<file path="config.mk">
export PLATFORM = sky130hd
export DESIGN_NAME = bridge_ctrl_regs
export DESIGN_NICKNAME = d
export VERILOG_FILES = /design/src/rtl/bcr_pkg.sv /design/src/rtl/bcr_decode.sv /design/src/rtl/bcr_regs.sv /design/src/rtl/bcr_selfrst.sv /design/src/rtl/bridge_ctrl_regs.sv
export SDC_FILE = /design/constraint.sdc
export NUM_CORES = 2
export LEC_CHECK = 0
export BUFFER_PORTS_ARGS = -buffer_cell sky130_fd_sc_hd__buf_2
export CAP_MARGIN = 20
export CORE_UTILIZATION = 40
export CTS_BUF_LIST = sky130_fd_sc_hd__clkbuf_4
export DETAILED_ROUTE_END_ITERATION = 8
export GPL_TIMING_DRIVEN = 0
export HOLD_SLACK_MARGIN = 0.05
export SLEW_MARGIN = 40
export SYNTH_ARGS = -nofsm -noshare
export SYNTH_HDL_FRONTEND = slang
export SYNTH_SLANG_ARGS = --single-unit
</file>
<file path="constraint.sdc">
create_clock -name clk -period 3.33 [get_ports clk]
set_input_delay 0.4995 -clock clk [delete_from_list [all_inputs] [get_ports clk]]
set_output_delay 0.4995 -clock clk [all_outputs]
set_load 0.02 [all_outputs]
</file>
<file path="src/rtl/bcr_pkg.sv">
package bcr_pkg;
  typedef enum logic [1:0] {K_PLAIN, K_ENSET_OR_CLR, K_EN, K_RO} kind_e;

  localparam int IDX_GENCFG   = 1;
  localparam int IDX_ENSET    = 12;
  localparam int IDX_ENCLR    = 13;
  localparam int IDX_EN       = 14;
  localparam int IDX_STAT     = 15;
  localparam int SELF_RST_BIT = 2;

  function automatic kind_e word_kind(input int i);
    case (i)
      IDX_EN:   return K_EN;
      IDX_STAT: return K_RO;
      default:  return K_PLAIN;
    endcase
  endfunction

  function automatic logic [31:0] word_reset(input int i);
    case (i)
      0:       return 32'h0000_0C40;
      1:       return 32'h0000_1384;
      2:       return 32'h2BFF_8010;
      3:       return 32'h255E_0091;
      4:       return 32'h0000_6140;
      7, 8:    return 32'h0000_01FF;
      26:      return 32'h0000_0008;
      27:      return 32'h1000_0000;
      default: return 32'h0;
    endcase
  endfunction
endpackage

</file>
<file path="src/rtl/bcr_decode.sv">
module bcr_decode #(
  parameter int ADDR_W    = 7,
  parameter int NUM_WORDS = 28,
  localparam int IDX_W    = ADDR_W - 2
) (
  input  logic [ADDR_W-1:0]    addr,
  input  logic                 wr,
  output logic [IDX_W-1:0]     idx,
  output logic                 hit,
  output logic [NUM_WORDS-1:0] wr_sel
);
  assign idx = addr[ADDR_W-1:2];
  assign hit = ({1'b0, idx} < (IDX_W+1)'(NUM_WORDS));

  for (genvar i = 0; i < NUM_WORDS; i++) begin : g_sel
    assign wr_sel[i] = wr && hit && (idx == IDX_W'(i));
  end
endmodule

</file>
<file path="src/rtl/bcr_regs.sv">
module bcr_regs
  import bcr_pkg::*;
#(
  parameter int DATA_W    = 32,
  parameter int NUM_WORDS = 28
) (
  input  logic                 clk,
  input  logic                 rst_n,
  input  logic [NUM_WORDS-1:0] wr_sel,
  input  logic [DATA_W-1:0]    wdata,
  output logic [DATA_W-1:0]    q [NUM_WORDS]
);
  for (genvar i = 0; i < NUM_WORDS; i++) begin : g_word
    localparam kind_e KIND = word_kind(i);
    localparam logic [DATA_W-1:0] RST = DATA_W'(word_reset(i));
    logic [DATA_W-1:0] word_q;

    if (KIND == K_EN) begin : g_en
      always_ff @(posedge clk) begin
        if (!rst_n)                 word_q <= RST;
        else if (wr_sel[IDX_ENSET]) word_q <= word_q | wdata;
        else if (wr_sel[IDX_ENCLR]) word_q <= word_q & ~wdata;
      end
    end else if (KIND == K_RO) begin : g_ro
      assign word_q = RST;
    end else begin : g_plain
      always_ff @(posedge clk) begin
        if (!rst_n)        word_q <= RST;
        else if (wr_sel[i]) word_q <= wdata;
      end
    end
    assign q[i] = word_q;
  end
endmodule

</file>
<file path="src/rtl/bcr_selfrst.sv">
module bcr_selfrst (
  input  logic clk,
  input  logic rst_n,
  input  logic wr_hit,
  input  logic old_bit,
  input  logic new_bit,
  output logic req
);
  always_ff @(posedge clk) begin
    if (!rst_n) req <= 1'b0;
    else        req <= wr_hit && !old_bit && new_bit;
  end
endmodule

</file>
<file path="src/rtl/bridge_ctrl_regs.sv">
module bridge_ctrl_regs
  import bcr_pkg::*;
#(
  parameter int ADDR_W    = 7,
  parameter int DATA_W    = 32,
  parameter int NUM_WORDS = 28
) (
  input  logic              clk,
  input  logic              rst_n,
  input  logic [ADDR_W-1:0] bus_addr,
  input  logic              bus_wr,
  input  logic [DATA_W-1:0] bus_wdata,
  input  logic              bus_rd,
  output logic [DATA_W-1:0] bus_rdata,
  output logic              sys_rst_req
);
  localparam int IDX_W = ADDR_W - 2;

  logic [IDX_W-1:0]     idx;
  logic                 hit;
  logic [NUM_WORDS-1:0] wr_sel;
  logic [DATA_W-1:0]    regs_q [NUM_WORDS];
  logic [DATA_W-1:0]    en_q;

  bcr_decode #(.ADDR_W(ADDR_W), .NUM_WORDS(NUM_WORDS)) u_dec (
    .addr(bus_addr), .wr(bus_wr), .idx(idx), .hit(hit), .wr_sel(wr_sel)
  );

  bcr_regs #(.DATA_W(DATA_W), .NUM_WORDS(NUM_WORDS)) u_regs (
    .clk(clk), .rst_n(rst_n), .wr_sel(wr_sel), .wdata(bus_wdata), .q(regs_q)
  );

  bcr_selfrst u_srst (
    .clk(clk), .rst_n(rst_n),
    .wr_hit(wr_sel[IDX_GENCFG]),
    .old_bit(regs_q[IDX_GENCFG][SELF_RST_BIT]),
    .new_bit(bus_wdata[SELF_RST_BIT]),
    .req(sys_rst_req)
  );

  assign en_q = regs_q[IDX_EN];

  always_ff @(posedge clk) begin
    if (!rst_n)      bus_rdata <= '0;
    else if (bus_rd) bus_rdata <= hit ? regs_q[idx] : '0;
  end
endmodule

</file>
* Word-level counts from Yosys, hierarchy flattened
Index checks and enable logic that the tools add are counted.
** Operators by class
- Add/subtract/negate cells :: 0
- Multiply operators :: 0
- Divide/modulo/power cells :: 0
- Order comparisons :: 2
- Equality and inequality tests :: 25
- Shift-type cells :: 0
- Mux-type cells :: 6
- Bitwise operators :: 4
- Reduce and logical (&&, ||, !) cells :: 32
** Operator list (number)
- 32-bit binary-select mux with 5-bit select :: 1
- 32-bit 2-to-1 mux :: 5
- 5-bit equality test, second input constant :: 12
- 32-bit bitwise AND :: 1
- 32-bit inverter :: 1
- 32-bit bitwise OR :: 1
- 5-bit by 4-bit equality test with 1-bit output, second input constant :: 6
- 1-bit logical AND :: 29
- 5-bit by 3-bit equality test with 1-bit output, second input constant :: 4
- 5-bit by 2-bit equality test with 1-bit output, second input constant :: 2
- 6-bit >= comparator, second input constant :: 1
- 5-bit inverter with 6-bit output :: 1
- 5-bit by 1-bit equality test with 1-bit output, second input constant :: 1
- 5-bit logical NOT :: 1
- 5-bit < comparator, second input constant :: 1
- 2-bit nonzero test :: 1
- 1-bit logical NOT :: 1
** Word-level totals
- Register bits after elaboration :: 897
- Latch bits :: 0
- Memory bits (writable) :: 0
- ROM bits :: 0
- Input port bits :: 43
- Output and inout bits :: 33
- Word-level logic and storage cells :: 98
- Memories kept :: 0

* Depth between registers and ports, before layout
- Depth after elaboration :: 5
- Mapped depth :: 8
- Mapped depth without buffers :: 4

* Modules after synthesis
A second synthesis with hierarchy kept.
** Second synthesis, totals
- Cell total of the unflattened synthesis :: 3735
- Area, all modules :: 41568.6 sq um
** Modules (own cells, without submodules)
- bcr_regs :: instances 1, cells an instance 2962, area an instance 32957.9 sq um, seq. area each 17296.6 sq um
- bridge_ctrl_regs :: instances 1, cells an instance 722, area an instance 8316.7 sq um, seq. area each 640.6 sq um
- bcr_decode :: instances 1, cells an instance 49, area an instance 264.0 sq um, seq. area each 0.0 sq um
- bcr_selfrst :: instances 1, cells an instance 2, area an instance 30.0 sq um, seq. area each 20.0 sq um

* Worst setup path after synthesis
No wires, ideal clock.
- Path type :: input -> register
- Start :: input port bus_addr[3]
- End :: register bus_rdata[12]
- Data arrival time :: 1815 ps
- Setup slack :: 1380 ps
- Cell stages on the path :: 8
- Buffers on the path :: 4
- Cell sequence :: buf_4 buf_6 buf_6 buf_2 mux2i_1 o22ai_1 nor4_1 a221oi_2
** Between the ends
- Cells in the longest elaborated chain, start to end :: 5
- Elaborated cells between the ends (all ways) :: 6
** Ends and longest elaborated chain
- start, declared :: RTL line bridge_ctrl_regs.sv:10 : input logic [ADDR_W-1:0] bus_addr,
- 5-bit inverter with 6-bit output (not written as such) :: RTL line bridge_ctrl_regs.sv:45 : else if (bus_rd) bus_rdata <= hit ? regs_q[idx] : '0;
- 32-bit binary-select mux with 5-bit select :: RTL line bridge_ctrl_regs.sv:45
- 32-bit 2-to-1 mux (not written as such) (2 in series) :: RTL line bridge_ctrl_regs.sv:45
- 32-bit 2-to-1 mux (*) :: RTL line bridge_ctrl_regs.sv:45
- end signal, assigned :: RTL line bridge_ctrl_regs.sv:45
- end, declared :: RTL line bridge_ctrl_regs.sv:14 : output logic [DATA_W-1:0] bus_rdata,
Mark *: on every way between the ends. The rest lies on a longest branch, timed or not. The select of a mux whose other input is x is not followed.
A chain may end at the register's enable or synchronous reset.

* Final worst setup path
- Start :: input port bus_addr[4]
- End :: register bus_rdata[23]
Same word-level chain as after synthesis.

==> impl_table.tex <==
\begin{tabular}{lr}
\hline
Metric & Value \\
\hline
\multicolumn{2}{l}{\textbf{Global routing}} \\
\quad Largest net degree at the start of global routing & 19 \\
\quad Overall global routing resource usage & 0.300 \\
\quad First-pass GRT wire length & 227,000 µm \\
\quad Vias in the first global route & 34,400 \\
\quad Residual overflow from global routing & 0 \\
\quad Antenna violations before repair & 4 \\
\multicolumn{2}{l}{\textbf{STA}} \\
\quad Worst Setup Slack, final & 0.472 ns \\
\quad Final critical delay including setup and external delays & 2.86 ns \\
\quad Slew margin rel. & 0.354 \\
\quad Final worst hold slack & 0.224 ns \\
\quad Achievable clock frequency & 350 MHz \\
\quad Final sum of negative setup slack & 0 ns \\
\quad Final hold violations & 0 \\
\quad Worst clock skew & 0.0647 ns \\
\quad Transition time of the tightest slew-check pin & 0.969 ns \\
\quad Max-slew violation count & 0 \\
\quad Count of endpoints failing setup in the final report & 0 \\
\quad Unrepaired setup endpoints after global routing & no \\
\quad Final worst-path cycle share & 0.858 \\
\multicolumn{2}{l}{\textbf{Detailed routing}} \\
\quad Aggregate routed wire length & 157,000 µm \\
\quad Vias per cell & 5.54 \\
\quad First-pass detailed-route iteration total & 6 \\
\quad Iteration-0 DRC Markers & 3,990 \\
\quad Number of nets with antenna violations after routing & 0 \\
\quad Routed WL per cell & 24.0 µm \\
\quad Top metal layer carrying routed signals & met5 \\
\quad DRT met1 WL & 66,300 µm \\
\quad DRC violations left & 0 \\
\quad Total via count in the routed design & 36,300 \\
\quad Routed length on met2 & 71,100 µm \\
\quad Wire length on met3 & 14,000 µm \\
\multicolumn{2}{l}{\textbf{Logic synthesis}} \\
\quad Most repeated cell in the gate-level netlist after synthesis & sky130\_fd\_sc\_hd\_\_nand2\_1 \\
\quad Dominant register cell in the synthesized netlist & sky130\_fd\_sc\_hd\_\_dfxtp\_1 \\
\quad Number of synthesized flops with an enable pin & 0 \\
\quad Sequential share of the synthesized area & 0.443 \\
\quad Top-area cell type share of the netlist area & 0.443 \\
\quad Average size of a mapped cell & 8.57 µm² \\
\quad Top cell types by occurrence after synthesis & sky130\_fd\_sc\_hd\_\_nand2\_1 (1,645), sky130\_fd\_sc\_hd\_\_dfxtp\_1 (897), sky130\_fd\_sc\_hd\_\_a21boi\_0 (482) \\
\quad Yosys cell types & 49 \\
\quad Count of warnings emitted by yosys & 0 \\
\quad Area of the mapped netlist & 40,500 µm² \\
\quad Cell taking the most area after synthesis & sky130\_fd\_sc\_hd\_\_dfxtp\_1 \\
\quad Net count after synthesis & 4,772 \\
\quad Synth area leaders & sky130\_fd\_sc\_hd\_\_dfxtp\_1 (44\%), sky130\_fd\_sc\_hd\_\_nand2\_1 (15\%), sky130\_fd\_sc\_hd\_\_a21boi\_0 (8.9\%) \\
\quad Synthesis-stage register bit count & 897 \\
\quad Synth async-reset ratio & 0 \\
\quad Gate count after technology mapping & 4,729 \\
\multicolumn{2}{l}{\textbf{Pwr}} \\
\quad Max VDD drop & 0.259 mV \\
\quad Share of power burned in the clock network & 0.437 \\
\quad Int Power & 16,400 µW \\
\quad Leakage power & 0.0163 µW \\
\quad Reported net switching power & 6290 µW \\
\quad Reg power frac & 0.480 \\
\quad Part of the power in combinational logic & 0.083 \\
\quad Pwr Density & 494 nW/µm² \\
\quad Switching power as a share of total power & 0.277 \\
\quad Post-route total power & 22,700 µW \\
\multicolumn{2}{l}{\textbf{Floorplanning}} \\
\quad Row cnt & 116 \\
\quad Starting Density & 0.405 \\
\quad Vertical extent of the die & 320 µm \\
\quad X dimension of the die & 320 µm \\
\quad Die area & 103,000 µm² \\
\quad \# IOs & 76 \\
\quad Core Box Area & 100,000 µm² \\
\multicolumn{2}{l}{\textbf{Place}} \\
\quad Count of buffers inserted at the top-level ports & 46 \\
\quad Placer Congestion & 1.03 \\
\quad Post-place setup slack & 0.0867 ns \\
\quad Sum of net half-perimeters after detailed placement & 121,000 µm \\
\multicolumn{2}{l}{\textbf{CTS}} \\
\quad CTS tree & yes \\
\quad \# H-tree levels & 4 \\
\quad TritonCTS Buffers & 237 \\
\quad Total setup buffers inserted after CTS & 0 \\
\quad Insertion delay of the later-clocked pin in the worst-skew pair & 1.19 ns \\
\quad CTS Buffer Depth & 3 \\
\quad Clock Tree Root & sky130\_fd\_sc\_hd\_\_clkbuf\_4 \\
\quad Clk pin slew, worst setup/hold paths & 0.07 ns \\
\quad Clk sink count & 897 \\
\multicolumn{2}{l}{\textbf{Setup path}} \\
\quad Critical Path RT & 4.33 ns \\
\quad Type of element launching the critical path & primary input \\
\quad Worst Path Max Fanout & 10 \\
\quad Data arrival, critical path & 3.86 ns \\
\quad Kind of end point of the critical path & flip-flop \\
\quad Type of the worst setup path & in -> reg \\
\multicolumn{2}{l}{\textbf{Layout}} \\
\quad Fraction of final layout cells with drive strength greater than 1 & 0.142 \\
\quad Fin nets & 5,102 \\
\quad Synth-to-layout area growth & 13.3\% \\
\quad Area of the multi-input gates & 20,300 µm² \\
\quad Total area of sequential cells & 18,000 µm² \\
\quad Filler cell count in the final layout & 10,000 \\
\multicolumn{2}{l}{\textbf{Run}} \\
\quad Max capacitance violation total & 0 \\
\multicolumn{2}{l}{\textbf{Hold path}} \\
\quad Path category of the worst min-delay check & in -> reg \\
\multicolumn{2}{l}{\textbf{Status}} \\
\quad Result of the run & finished, final reports clean \\
\hline
\end{tabular}
through the flow:
step | utilization | instances | cell area (µm²)
after detailed placement | 0.423 | 6073 | 42400
after global routing | 0.458 | 6554 | 45900
after global placement | 0.423 | 6073 | 42400
after floorplan | - | 4729 | 40500
after CTS | 0.458 | 6544 | 45800
final | 0.458 | 6555 | 45900
registers in the layout, summed over array words and instances, names as in the netlist, named ones only:
signal,cells
u_srst.req,1
bus_rdata,32
u_regs.g_word.word_q,832
metal layers:
layer	up-vias	global-route usage
li1	16900	-
met1	17500	0.390
met2	1644	0.479
met3	336	0.0680
met4	4	0.121
met5	-	0.00662
power by group through the flow:
stage / clock network [µW] / logic [µW] / registers (µW)
6_report: 9910 / 1880 / 10900
5_1_grt: 10500 / 1920 / 10900
4_1_cts: 9950 / 1810 / 10900
3_5_place_dp: 0 / 1760 / 11100
3_3_place_gp: 0 / 1760 / 11100
2_1_floorplan: 0 / 1020 / 11100
cell families (layout without fill, tap and decap cells):
kind of cell / count (synthesis) / after routing / share of synthesized area
multiplexers: 352 / 352 / 0.107
flip-flops: 897 / 897 / 0.443
AO/OA/AOI/OAI: 1120 / 1120 / 0.210
AND/OR/NAND/NOR: 1858 / 1858 / 0.184
buffers and inverters: 502 / 1024 / 0.0562
other: 0 / 6 / 0
cells in the final DEF (no fill, tap or decap), types with 50 or more instances in the layout:
cell type / netlist / layout
sky130_fd_sc_hd__mux4_2: 64 / 64
sky130_fd_sc_hd__clkbuf_4: 0 / 358
sky130_fd_sc_hd__a21boi_1: 325 / 325
sky130_fd_sc_hd__dfxtp_1: 897 / 897
sky130_fd_sc_hd__a21boi_0: 482 / 482
sky130_fd_sc_hd__nand2_1: 1645 / 1645
sky130_fd_sc_hd__clkbuf_1: 275 / 261
sky130_fd_sc_hd__o211ai_1: 81 / 81
sky130_fd_sc_hd__nor2_1: 71 / 70
sky130_fd_sc_hd__mux2i_1: 288 / 288
sky130_fd_sc_hd__clkinv_1: 0 / 50
sky130_fd_sc_hd__o22ai_1: 80 / 80
sky130_fd_sc_hd__buf_2: 150 / 196
timing repair:
item | in CTS | in global routing
hold buffers | 40 | 0
endpoints found under the hold margin | 388 | 0
gates resized for setup | 0 | 0
path summary, 6_finish.rpt:
path              depth (start not counted)                         start  slack (ns)                            to
hold / removal                            4                  bus_wdata[8]        0.22   u_regs.g_word[27].word_q[8]
setup reg to reg                          4   u_regs.g_word[3].word_q[20]        1.30                 bus_rdata[20]
hold reg to reg                           2  u_regs.g_word[25].word_q[26]        0.45  u_regs.g_word[25].word_q[26]
setup / recovery                          9                   bus_addr[4]        0.47                 bus_rdata[23]
critical path: stages:
cell,delay [ns]
sky130_fd_sc_hd__dlygate4sd3_1,0.53
sky130_fd_sc_hd__buf_2,0.19
sky130_fd_sc_hd__buf_4,0.21
sky130_fd_sc_hd__buf_2,0.30
sky130_fd_sc_hd__nand3b_1,0.42
sky130_fd_sc_hd__clkbuf_1,0.64
sky130_fd_sc_hd__o22ai_1,0.21
sky130_fd_sc_hd__nor4_1,0.78
sky130_fd_sc_hd__a21oi_1,0.07
cell type report:
| class | instances | share of cell area |
|---|---|---|
| Antenna cell | 6 | 0.000327 |
| Timing Repair Buffer | 91 | 0.0149 |
| Inverter | 32 | 0.00262 |
| Clock buffer | 358 | 0.0585 |
| Multi-Input combinational cell | 3330 | 0.442 |
| Sequential cell | 897 | 0.391 |
| Clock inverter | 73 | 0.00796 |
| Buffer | 470 | 0.0474 |
| Tap cell | 1298 | 0.0354 |
(Power assumes the default switching activity.)
